## src/rtl/cbt_pkg.sv

```systemverilog
package cbt_pkg;
  typedef enum logic [2:0] {
    ROM_1X32K     = 3'd0,
    ROM_2X16K     = 3'd1,
    ROM_16K_2X8K  = 3'd2,
    ROM_4X8K      = 3'd3,
    ROM_8X4K      = 3'd4
  } rom_mode_e;

  typedef enum logic {
    RAM_1X8K = 1'b0,
    RAM_2X4K = 1'b1
  } ram_mode_e;

  // width of the bank-number field kept for the narrow 16K window
  localparam int unsigned NARROW_BANK_W = 6;
endpackage

```

## src/rtl/cbt_ram_window.sv

```systemverilog
// Decode of the $6000-$7FFF region: picks one of two bank registers and
// forms the 8K-granular flash address.
module cbt_ram_window #(
  parameter int unsigned BW  = 16,
  parameter int unsigned FAW = 30,
  parameter int unsigned OFS = 13
) (
  input  logic [OFS-1:0] addr_lo,
  input  logic           ram_mode,
  input  logic [BW-1:0]  bank_a,
  input  logic [BW-1:0]  bank_b,
  output logic           to_ram,
  output logic [FAW-1:0] faddr
);
  import cbt_pkg::*;

  logic [BW-1:0] bank;

  always_comb begin
    if (ram_mode_e'(ram_mode) == RAM_2X4K && addr_lo[OFS-1])
      bank = bank_b;
    else
      bank = bank_a;
    to_ram = bank[BW-1];
    faddr  = (FAW'(bank[BW-2:0]) << OFS) | FAW'(addr_lo);
  end
endmodule

```

## src/rtl/cbt_rom_window.sv

```systemverilog
// Decode of the $8000-$FFFF region across all window granularities.
module cbt_rom_window #(
  parameter int unsigned BW    = 16,
  parameter int unsigned FAW   = 30,
  parameter int unsigned OW    = 15,
  parameter int unsigned NWIN  = 8,
  localparam int unsigned SW   = $clog2(NWIN),
  localparam int unsigned SHW  = $clog2(FAW)
) (
  input  logic [OW-1:0]  addr_off,
  input  logic [2:0]     rom_mode,
  input  logic           boot_rom,
  input  logic [BW-1:0]  regs [NWIN],
  output logic           to_ram,
  output logic [FAW-1:0] faddr
);
  import cbt_pkg::*;

  rom_mode_e     eff;
  logic [SW-1:0] sel;
  logic [SHW-1:0] shift;
  logic          narrow;
  logic          bad;
  logic [BW-1:0] bank;
  logic [BW-2:0] bank_num;
  logic [FAW-1:0] ofs_mask;

  always_comb begin
    eff    = boot_rom ? ROM_4X8K : rom_mode_e'(rom_mode);
    sel    = '0;
    shift  = SHW'(OW);
    narrow = 1'b0;
    bad    = 1'b0;
    case (eff)
      ROM_1X32K: begin
        sel   = '0;
        shift = SHW'(OW);
      end
      ROM_2X16K: begin
        sel   = addr_off[OW-1] ? SW'(4) : SW'(0);
        shift = SHW'(OW - 1);
      end
      ROM_16K_2X8K: begin
        if (!addr_off[OW-1]) begin
          sel    = '0;
          shift  = SHW'(OW - 1);
          narrow = 1'b1;
        end else begin
          sel   = {addr_off[OW-1:OW-2], 1'b0};
          shift = SHW'(OW - 2);
        end
      end
      ROM_4X8K: begin
        sel   = {addr_off[OW-1:OW-2], 1'b0};
        shift = SHW'(OW - 2);
      end
      ROM_8X4K: begin
        sel   = addr_off[OW-1:OW-3];
        shift = SHW'(OW - 3);
      end
      default: bad = 1'b1;
    endcase

    bank     = regs[sel];
    bank_num = '0;
    if (narrow)
      bank_num[NARROW_BANK_W-1:0] = bank[NARROW_BANK_W-1:0];
    else
      bank_num = bank[BW-2:0];

    to_ram   = bad | (|bank[BW-1:BW-2]);
    ofs_mask = (FAW'(1) << shift) - FAW'(1);
    faddr    = (FAW'(bank_num) << shift) | (FAW'(addr_off) & ofs_mask);
  end
endmodule

```

## src/rtl/cpu_bank_xlate.sv

```systemverilog
module cpu_bank_xlate #(
  parameter int unsigned AW    = 16,
  parameter int unsigned BW    = 16,
  parameter int unsigned NREG  = 10,
  parameter int unsigned FAW   = 30,
  localparam int unsigned RAM_OFS  = AW - 3,
  localparam int unsigned ROM_OW   = AW - 1,
  localparam int unsigned ROM_BASE = 2,
  localparam int unsigned NWIN     = NREG - ROM_BASE
) (
  input  logic                 clk,
  input  logic                 rst,
  input  logic [AW-1:0]        cpu_addr,
  input  logic                 cpu_wr,
  input  logic                 ram_mode,
  input  logic [2:0]           rom_mode,
  input  logic                 boot_rom,
  input  logic [NREG*BW-1:0]   bank_regs,
  output logic [FAW-1:0]       flash_addr,
  output logic                 flash_we,
  output logic                 ram_we
);
  // rf[k] holds bank register k+1
  logic [BW-1:0] rf       [NREG];
  logic [BW-1:0] rom_regs [NWIN];

  for (genvar k = 0; k < NREG; k++) begin : g_unpack
    assign rf[k] = bank_regs[k*BW +: BW];
  end
  for (genvar j = 0; j < NWIN; j++) begin : g_rom_regs
    assign rom_regs[j] = rf[j + ROM_BASE];
  end

  logic           ram_to_ram, rom_to_ram;
  logic [FAW-1:0] ram_faddr, rom_faddr;

  cbt_ram_window #(.BW(BW), .FAW(FAW), .OFS(RAM_OFS)) u_ram_win (
    .addr_lo  (cpu_addr[RAM_OFS-1:0]),
    .ram_mode (ram_mode),
    .bank_a   (rf[0]),
    .bank_b   (rf[1]),
    .to_ram   (ram_to_ram),
    .faddr    (ram_faddr)
  );

  cbt_rom_window #(.BW(BW), .FAW(FAW), .OW(ROM_OW), .NWIN(NWIN)) u_rom_win (
    .addr_off (cpu_addr[ROM_OW-1:0]),
    .rom_mode (rom_mode),
    .boot_rom (boot_rom),
    .regs     (rom_regs),
    .to_ram   (rom_to_ram),
    .faddr    (rom_faddr)
  );

  logic           in_low, in_high, accept, sel_ram;
  logic [FAW-1:0] sel_faddr;

  always_comb begin
    in_high   = cpu_addr[AW-1];
    in_low    = (cpu_addr[AW-1:AW-3] == 3'b011);
    accept    = cpu_wr & (in_low | in_high);
    sel_ram   = in_high ? rom_to_ram : ram_to_ram;
    sel_faddr = in_high ? rom_faddr  : ram_faddr;
  end

  always_ff @(posedge clk) begin
    if (rst) begin
      flash_we   <= 1'b0;
      ram_we     <= 1'b0;
      flash_addr <= '0;
    end else begin
      flash_we <= accept & ~sel_ram;
      ram_we   <= accept & sel_ram;
      if (accept & ~sel_ram)
        flash_addr <= sel_faddr;
    end
  end

  // ---------------- assertions ----------------
  assert_ignore_low_R1: assert property (@(posedge clk) disable iff (rst)
    (cpu_wr && cpu_addr < AW'(16'h6000)) |=> (!flash_we && !ram_we));

  assert_one_strobe_R2: assert property (@(posedge clk) disable iff (rst)
    (cpu_wr && cpu_addr >= AW'(16'h6000)) |=> (flash_we ^ ram_we));

  assert_idle_R2: assert property (@(posedge clk) disable iff (rst)
    !cpu_wr |=> (!flash_we && !ram_we));

  assert_strobe_excl_R2: assert property (@(posedge clk) disable iff (rst)
    $onehot0({flash_we, ram_we}));

  assert_low_ram_bit_R3: assert property (@(posedge clk) disable iff (rst)
    (cpu_wr && in_low && !ram_mode && rf[0][BW-1]) |=> ram_we);

  assert_high_ram_bits_R5: assert property (@(posedge clk) disable iff (rst)
    (cpu_wr && in_high && !boot_rom && rom_mode == 3'd0 && (|rf[ROM_BASE][BW-1:BW-2]))
    |=> ram_we);

  assert_undef_mode_R12: assert property (@(posedge clk) disable iff (rst)
    (cpu_wr && in_high && !boot_rom && rom_mode > 3'd4) |=> ram_we);

  assert_addr_hold_R13: assert property (@(posedge clk) disable iff (rst)
    !flash_we |-> $stable(flash_addr));
endmodule

```

## config.mk

```make
export PLATFORM = sky130hd
export DESIGN_NAME = cpu_bank_xlate
export DESIGN_NICKNAME = d
export VERILOG_FILES = /design/src/rtl/cbt_pkg.sv /design/src/rtl/cbt_ram_window.sv /design/src/rtl/cbt_rom_window.sv /design/src/rtl/cpu_bank_xlate.sv
export SDC_FILE = /design/constraint.sdc
export NUM_CORES = 1
export LEC_CHECK = 0
export BUFFER_PORTS_ARGS = -buffer_cell sky130_fd_sc_hd__buf_2
export CAP_MARGIN = 25
export CORE_MARGIN = 2
export CORE_UTILIZATION = 44
export DETAILED_ROUTE_END_ITERATION = 8
export PLACE_DENSITY = 0.83
export SYNTH_ARGS = -nofsm -noshare
export SYNTH_HDL_FRONTEND = slang
export SYNTH_SLANG_ARGS = --single-unit
```

## constraint.sdc

```tcl
create_clock -name clk -period 5 [get_ports clk]
set_input_delay 1 -clock clk [delete_from_list [all_inputs] [get_ports clk]]
set_output_delay 1 -clock clk [all_outputs]
set_load 0.01 [all_outputs]
```

==> flow_summary.ini, run 1 <==
[floorplanning]
initial_core_util = 0.460
pin_count = 216
num_rows = 31
fp.dieArea_mm2 = 0.00842
die_h_um = 91.8
fp.coreArea_mm2 = 0.00737
die_x_um = 91.8

[finish]
syn_to_final_growth_pct = 35.2
final_cells = 740
drive_above_1_share = 0.418
final_core_util = 0.622
num_antenna_cells = 0
nets = 824

[sta]
rsz0062_at_grt = no
timing.final.hold_violations = 0
min_period_ns = 3.78
tns_ns = 0
finalSetupViolCount = 0
slew_viol_final = 0
skew_ns = 0
max_slew.worst_pin.slew_ns = 0.808
min_period_over_period = 0.755
slew_headroom = 0.457
max_freq_ghz = 0.265

[critical_path]
r2r_end = flash_addr[22]$_SDFFE_PP0P_
startpoint_type = primary input
end_kind = register
crit_path_max_incr_delay_ns = 0.57
crit_path_max_fanout = 24
cp-startpoint = rom_mode[2]
rrSetupSlack_ns = 4.21
cp_slowest_cell = a2111oi_0
reg2reg_depth = 2
crit_arrival_ns = 4.00
critical_path_class = in2reg
cp.required_ns = 5.22
cpMostUsedCell = buf_4
crit_end = flash_addr[26]$_SDFFE_PP0P_
rr_startpoint = flash_addr[22]$_SDFFE_PP0P_
worstPathCellList = buf_2 > nor3b_2 > a211oi_2 > buf_4 > a2111oi_0 > o211ai_1 > a32oi_2 > o21ai_4 > buf_4 > or4_1 > nand3_1

[drt]
drt_pass1_iterations = 5
drc = 0
wl_per_cell_um = 17.3
viasPerCell = 5.86
postRouteAntennaNets = 0
drtIter0Drc = 439
via_count = 4333
postRouteWirelength_um = 12800

[clock_network]
clock_latency_ns = 0.28
post_cts_resized = 0
path_clk_slew_ns = 0.07
cts_tree = built
h-tree-depth = 2
cts_sinks = 32
post_cts_buffers = 0
cts_made_buffers = 5
ctsHoldBuffers = 0
ctsRootBufferMaster = clkbuf_8
clk_path_buf_depth = 2

[grt]
antenna_found_initial = 0
first_global_vias = 4053
grt_pass1_wl_um = 19800
overflow = 0
grt_max_degree = 31
grt_use_total = 0.287

[run_status]
status = complete, no violations

[synth]
syn_inst = 444
syn_area_per_cell_um2 = 7.63
yosysSeqAreaShare = 0.189
synth.distinct_cells = 73
netlist_area_mm2 = 0.00339
synth_warnings = 0
synthArstFlopShare = 0
ys_ff_latch = 32
synth.net_count = 628
synthFlopType = dfxtp_1
synth-edff-count = 0

[pwr]
total_leakage_power_uw = 0.00229
powerDensity_mw_per_mm2 = 186
peakVddDrop_v = 0.000132

[placed_design]
place.detailed.hpwl_um = 10200
gp_routability_congestion = 0.971
dp.cells = 732
portBuffers = 215

[min_path]
whs_path_depth = 2
hold_class = reg2reg
hp-start = flash_addr[19]$_SDFFE_PP0P_

[job]
cap_violations = 0
sequential cells by signal, summed over array words and instances (netlist names):
name / count
ram_we: 1
flash_we: 1
flash_addr: 30
cells in the mapped netlist (all sizes together), types with 3 or more instances:
cell type	count	area, um^2
a21oi	30	150
mux4	5	116
a211oi	8	70.1
o21ai	16	83.8
mux2i	41	410
nor2	29	125
a31oi	6	37.5
dfxtp	32	641
or4	3	22.5
a22oi	9	67.6
nand2	69	259
and3	6	37.5
nor3	3	15.0
clkbuf	17	65.1
a32oi	6	60.1
buf	21	154
o211ai	4	30.0
a221oi	14	166
inv	14	52.6
o22ai	8	50.1
or2	4	25.0
mux2	8	90.1
or3	4	25.0
nand4	5	31.3
nand3	38	190
area by class of cell:
type,count,area [um^2]
clock buffers,6,72.6
clock inverters,2,35.0
fillers,687,2790
inverters,15,56.3
multi-input cells,359,2490
flip-flops and latches,32,641
well taps,99,124
repair buffers,227,1170
critical path, delay by kind of cell:
| kind | cells | cell delay [ns] |
|---|---|---|
| AOI/OAI and AO/OA | 5 | 1.42 |
| buffers and inverters | 3 | 0.65 |
| and+or+nand+nor | 3 | 0.91 |
metal layers:
layer,vias up,part of all wire,global-route usage
met2,241,0.47,0.488
met4,0,0.029,0.0896
met1,1981,0.41,0.376
met3,42,0.087,0.0411
li1,2069,-,-
met5,-,0,0
cells in the final DEF (no fill, tap or decap), types with 2 or more instances in the layout:
cell,synthesis,routed
nand2b_1,2,2
nor3_1,3,3
clkbuf_8,0,5
nand2_1,69,69
mux2i_1,41,41
or4_1,3,3
mux4_2,4,4
o31ai_1,2,2
buf_4,5,12
a21oi_1,30,30
nand4_1,5,5
dfxtp_1,32,32
a221o_1,2,2
or3_1,4,4
o221ai_1,2,2
a32oi_1,5,5
nor2_1,28,28
a2bb2oi_1,2,2
a221oi_2,7,7
mux2_2,8,8
a221oi_1,7,7
o311a_1,2,2
o41ai_2,2,2
or2_1,2,2
and3_1,6,6
a31o_2,2,2
inv_1,14,14
buf_2,8,215
a31oi_1,6,6
a21o_1,2,2
o21ai_0,15,15
a22oi_1,9,9
o211ai_1,4,4
a211oi_1,6,6
nand3_1,38,38
o22ai_1,8,8
power by group:
group          leakage (uW)  internal [uW]  total [uW]  switching, uW
logic               0.00197            151         337            186
clock network     0.0000552            148         243           95.1
registers          0.000259            266         271           5.59
total               0.00229            564         851            287
per-stage QoR:
stage	worst slack (ns)	instance area (um^2)	hold slack (ns)	total power, uW
floorplan	1.52	3390	0.476	475
global placement	1.15	4470	0.449	601
detailed placement	0.995	4470	0.456	607
CTS	1.28	4580	0.471	847
global route	1.11	4580	0.490	892
finish	1.22	4580	0.469	851
how the worst min path moves through the flow:
| stage | endpoint | slack [ns] |
|---|---|---|
| 2_1_floorplan | flash_addr[28]$_SDFFE_PP0P_ | 0.48 |
| 5_1_grt | flash_addr[20]$_SDFFE_PP0P_ | 0.49 |
| 6_report | flash_addr[19]$_SDFFE_PP0P_ | 0.47 |
| 3_3_place_gp | flash_addr[12]$_SDFFE_PP0P_ | 0.45 |
| 3_5_place_dp | flash_addr[12]$_SDFFE_PP0P_ | 0.46 |
| 4_1_cts | flash_addr[19]$_SDFFE_PP0P_ | 0.47 |
kinds of logic (layout without fill, tap and decap cells):
group                  Yosys count  count (layout)  share of synthesized area
AO/OA/AOI/OAI                  129             129                      0.288
flip-flops                      32              32                      0.189
AND/OR/NAND/NOR                176             176                      0.260
buffers and inverters           53             250                     0.0812
multiplexers                    54              54                      0.182
Power figures use the tool's default switching activity.
==> run 2, diff against run 1 <==
- ABC_AREA: default -> 1
- CORE_UTILIZATION: 44 -> 43
- PLACE_DENSITY: 0.83 -> 0.82
- clock period: 5 -> 3.7 ns (I/O delays scaled with it)
==> run 2 against run 1 <==
Net effect:
- total power is 39% higher
- die area fell by 2.8%
- area after synthesis down 5.2%
- clock skew unchanged
- clock-buffer cell count is 1 higher
- sequential power up 39%
- critical endpoint is now flash_addr[24]$_SDFFE_PP0P_
==> flow_summary.ini, run 2 <==
[placed_design]
gp_routability_congestion = 0.964
portBuffers = 215
place.detailed.hpwl_um = 9590
pre_cts_ws_ns = 0.565

[floorplanning]
die_x_um = 90.4
num_rows = 31
fp.coreArea_mm2 = 0.00725
fp.dieArea_mm2 = 0.00818
pin_count = 216
initial_core_util = 0.443
die_h_um = 90.4

[drt]
drtIter0Drc = 341
via_count = 4678
postRouteWirelength_um = 12100
viasPerCell = 5.26
wl_per_cell_um = 13.7
postRouteAntennaNets = 0
drt_pass1_iterations = 5
drc = 0

[sta]
skew_ns = 0
min_period_over_period = 0.774
finalSetupViolCount = 0
tns_ns = 0
setup_slack_ns = 0.835
rsz0062_at_grt = no
slew_viol_final = 0
max_freq_ghz = 0.349
min_period_ns = 2.87
max_slew.worst_pin.slew_ns = 0.864
slew_headroom = 0.422
timing.final.hold_violations = 0

[synth]
ys_top_cells_by_count = nand2_1, nor2_1, nand3_1
synth_warnings = 0
synth.net_count = 779
synthFlopType = dfxtp_1
synth-edff-count = 0
netlist_area_mm2 = 0.00321
yosysMostFrequentCell = nand2_1
synth.distinct_cells = 27
syn_inst = 595
synth.largest_area_cell = nand2_1
yosysSeqAreaShare = 0.199
syn_area_per_cell_um2 = 5.40
ys_ff_latch = 32
synth_top_area_frac = 0.202
synthArstFlopShare = 0
synth.area.top_cells = nand2_1, dfxtp_1, nand3_1

[pwr]
powerDensity_mw_per_mm2 = 269
total_leakage_power_uw = 0.00243
peakVddDrop_v = 0.000147

[grt]
grt_pass1_wl_um = 19800
first_global_vias = 4382
grt_use_total = 0.288
grt_max_degree = 65
antenna_found_initial = 0
overflow = 0

[finish]
largest_registers = flash_addr x30, flash_we x1, ram_we x1
final_core_util = 0.609
largest_register = flash_addr
drive_above_1_share = 0.332
nets = 973
fillers = 744
num_antenna_cells = 0
mostFrequentLayoutCell = buf_2
largest_reg_flops = 30
syn_to_final_growth_pct = 37.5
final_cell_mix = buf_2, nand2_1, nor2_1

[clock_network]
h-tree-depth = 2
post_cts_resized = 0
clock_latency_ns = 0.28
path_clk_slew_ns = 0.07
cts_made_buffers = 5
post_cts_buffers = 0
cts_sinks = 32
ctsRootBufferMaster = clkbuf_8
ctsHoldBuffers = 0
cts_tree = built
clk_path_buf_depth = 2

[critical_path]
cp.required_ns = 3.87
crit_arrival_ns = 3.04
critical_path_class = in2reg
end_kind = register
rrSetupSlack_ns = 2.96
crit_path_max_fanout = 64
startpoint_type = primary input

[run_status]
status = complete, no violations

[min_path]
hold_class = reg2reg

[job]
cap_violations = 0
## run 2: cell count changes after synthesis, sizes merged, moves of 16 or more
cell,change
inv,+20
mux2i,-41
nand2,+107
nand3,+60
nor2,+75
o211ai,+18
o21ai,+31
or2,+16
## run 2: cell type report
class                      count  area (um^2)  area share
tap                           99          124      0.0280
sequential                    32          641       0.145
inverter                      36          138      0.0312
clock inverter                 1         30.0     0.00680
clock buffer                   7         96.3      0.0218
timing repair buffer         222         1130       0.256
multi-input combinational    492         2260       0.512
## run 2: routing by layer
layer / part of all wire / GRT usage / vias up
met2: 0.50 / 0.531 / 190
li1: - / - / 2323
met5: 0 / 0 / -
met4: 0.017 / 0.0769 / 0
met1: 0.42 / 0.354 / 2143
met3: 0.059 / 0.0309 / 22
## run 2: stage by stage
stage | cell area [um^2] | total power, uW | std cells | hold slack, ns
6_report | 4420 | 1190 | 889 | 0.449
5_1_grt | 4420 | 1260 | 889 | 0.475
4_1_cts | 4420 | 1180 | 889 | 0.448
3_5_place_dp | 4290 | 819 | 881 | 0.439
3_3_place_gp | 4290 | 810 | 881 | 0.430
2_1_floorplan | 3210 | 643 | 595 | 0.470
## run 2: critical path, cell delays in order
cell	delay, ns
buf_2	0.09
inv_1	0.08
nand4_1	0.34
buf_4	0.53
nand2_1	0.08
o21ai_0	0.10
nand2_1	0.08
nand3_1	0.06
nand3_1	0.11
o21bai_4	0.17
nand2_2	0.09
inv_4	0.28
nand2_1	0.11
nor2_1	0.11
nor2_1	0.06
## run 2: cell families after synthesis
kind of cell    after synthesis  share of synthesized area
simple gates                404                      0.543
buf+inv                      71                     0.0974
flops                        32                      0.199
compound gates               88                      0.160
## run 2: final timing paths
kind | startpoint | cells past startpoint | to
min | flash_addr[29]$_SDFFE_PP0P_ | 2 | flash_addr[29]$_SDFFE_PP0P_
max | rom_mode[1] | 15 | flash_addr[24]$_SDFFE_PP0P_
max reg2reg | flash_addr[14]$_SDFFE_PP0P_ | 3 | flash_addr[14]$_SDFFE_PP0P_
min reg2reg | flash_addr[29]$_SDFFE_PP0P_ | 2 | flash_addr[29]$_SDFFE_PP0P_
## run 2: where the power goes
group          leakage, uW  total (uW)  internal, uW  switching (uW)
sequential        0.000261         378           367            11.5
combinational      0.00210         440           182             258
clock            0.0000645         369           238             131
total              0.00243        1190           787             400
==> run 3, diff against run 2 <==
- CORE_UTILIZATION: 43 -> 39
- PLACE_DENSITY: 0.82 -> 0.79
- clock period: 3.7 -> 2.57 ns (I/O delays scaled with it)
==> run 3 against run 2 <==
Net effect:
- via count shrank 1.5%
- clock power grew 28%
- register-to-register slack lost 1.1 ns
- combinational power grew 47%
- first-iteration DRC count shrank 43%
- critical path depth shrank 1
- clock-buffer cell count shrank 2
- clock skew is the same
- setup slack lost 0.48 ns
- routed wire length shrank 0.38%
- global-route usage shrank 2.7 points
- highest routed layer unchanged
==> flow_summary.ini, run 3 (synthesis gave the netlist of run 2 again) <==
[finish]
fillers = 853
final_cells = 908
final_cell_mix = buf_2, nand2_1, nor2_1
final_area_mm2 = 0.00453
largest_reg_flops = 30
num_antenna_cells = 0
drive_above_1_share = 0.342
nets = 986
largest_registers = flash_addr x30, flash_we x1, ram_we x1
largest_register = flash_addr
mostFrequentLayoutCell = buf_2
syn_to_final_growth_pct = 41.0

[drt]
via_count = 4606
wl_met2_um = 6020
postRouteWirelength_um = 12100
route.met3.wl_um = 795
drt-met1-wl_um = 5060
postRouteAntennaNets = 0
drtIter0Drc = 193
drc = 0
routed.top_layer = met4
wl_per_cell_um = 13.3
viasPerCell = 5.07
drt_pass1_iterations = 5

[critical_path]
end_kind = register
critical_path_class = in2reg
cp.required_ns = 2.75
r2r_end = flash_addr[14]$_SDFFE_PP0P_
rrSetupSlack_ns = 1.86
crit_arrival_ns = 2.40
path_buf_inv = 3
worstPathCellList = buf_2 > nor2_4 > nand4_1 > buf_4 > o21ai_0 > nand2_1 > nand3_1 > nand3_1 > o21bai_4 > nand2_2 > inv_4 > nand2_1 > nor2_1 > nor2_1
rr_startpoint = flash_addr[14]$_SDFFE_PP0P_
crit_path_max_incr_delay_ns = 0.28
crit_path_max_fanout = 36
startpoint_type = primary input
cp_slowest_cell = inv_4
critPathTopFamily = simple AND/OR/NAND/NOR gates
reg2reg_depth = 3

[floorplanning]
fp.coreArea_mm2 = 0.00809
die_x_um = 94.8
pin_count = 216
num_rows = 33
fp.dieArea_mm2 = 0.00898
die_h_um = 94.8
initial_core_util = 0.397

[sta]
whs_ns = 0.454
min_period_ns = 2.22
max_slew.worst_pin.slew_ns = 0.800
rsz0062_at_grt = no
tns_ns = 0
slew_headroom = 0.465
max_freq_ghz = 0.451
finalSetupViolCount = 0
slew_viol_final = 0
timing.final.hold_violations = 0
min_period_over_period = 0.863
skew_ns = 0

[placed_design]
portBuffers = 215
gp_routability_congestion = 0.968
post_dp_cell_area_mm2 = 0.00442
place.detailed.hpwl_um = 9820
dp.cells = 900

[grt]
antenna_found_initial = 0
first_global_vias = 4168
grt_max_degree = 56
grt_use_total = 0.261
grt_pass1_wl_um = 18600
overflow = 0

[clock_network]
clk_path_buf_depth = 2
clock_latency_ns = 0.28
cts_sinks = 32
ctsRootBufferMaster = clkbuf_8
post_cts_resized = 0
path_clk_slew_ns = 0.07
ctsHoldBuffers = 0
post_cts_buffers = 0
h-tree-depth = 2
cts_tree = built
cts_made_buffers = 5

[run_status]
status = complete, no violations

[pwr]
peakVddDrop_v = 0.000194
total_leakage_power_uw = 0.00249
powerDensity_mw_per_mm2 = 367

[min_path]
hold_class = in2reg
whs_path_depth = 2
whs_endpoint = flash_we$_SDFF_PP0_
hp-start = rst

[job]
cap_violations = 0
run 3: cell types whose count changed in the layout (fill, tap and decap cells not counted):
cell / change
clkinv_2: +1
buf_12: +2
clkbuf_8: -2
clkinvlp_4: +1
buf_4: +11
run 3: how the worst max path moves through the flow:
stage	startpoint	to	slack, ns	cells after the start
2_1_floorplan	boot_rom	flash_addr[21]$_SDFFE_PP0P_	0.51	13
4_1_cts	boot_rom	flash_addr[21]$_SDFFE_PP0P_	0.35	14
3_5_place_dp	boot_rom	flash_addr[21]$_SDFFE_PP0P_	0.05	14
6_report	boot_rom	flash_addr[25]$_SDFFE_PP0P_	0.35	14
5_1_grt	boot_rom	flash_addr[21]$_SDFFE_PP0P_	0.05	14
3_3_place_gp	boot_rom	flash_addr[23]$_SDFFE_PP0P_	0.11	14
run 3: area by class of cell:
class	instances	area (um^2)	area share
flip-flops and latches	32	641	0.141
inverters	36	138	0.0304
well taps	105	131	0.0290
multi-input cells	492	2260	0.499
clock buffers	5	68.8	0.0152
repair buffers	235	1250	0.276
clock inverters	3	42.5	0.00939
run 3: metal layers:
layer / track usage / vias to the layer above
met3: 0.0615 / 28
li1: - / 2358
met4: 0.0664 / 0
met2: 0.473 / 154
met5: 0 / -
met1: 0.306 / 2066
run 3: where the power goes:
part	total [uW]	internal, uW	switching, uW
Combinational	647	277	369
Sequential	542	528	14.1
Clock	473	286	187
run 3: through the flow:
| stage | utilization | setup WS, ns | power (uW) |
|---|---|---|---|
| 6_report | 0.560 | 0.353 | 1660 |
| 5_1_grt | 0.560 | 0.0494 | 1780 |
| 4_1_cts | 0.560 | 0.346 | 1670 |
| 3_5_place_dp | 0.546 | 0.0463 | 1190 |
| 3_3_place_gp | 0.546 | 0.110 | 1180 |
| 2_1_floorplan | - | 0.508 | 926 |
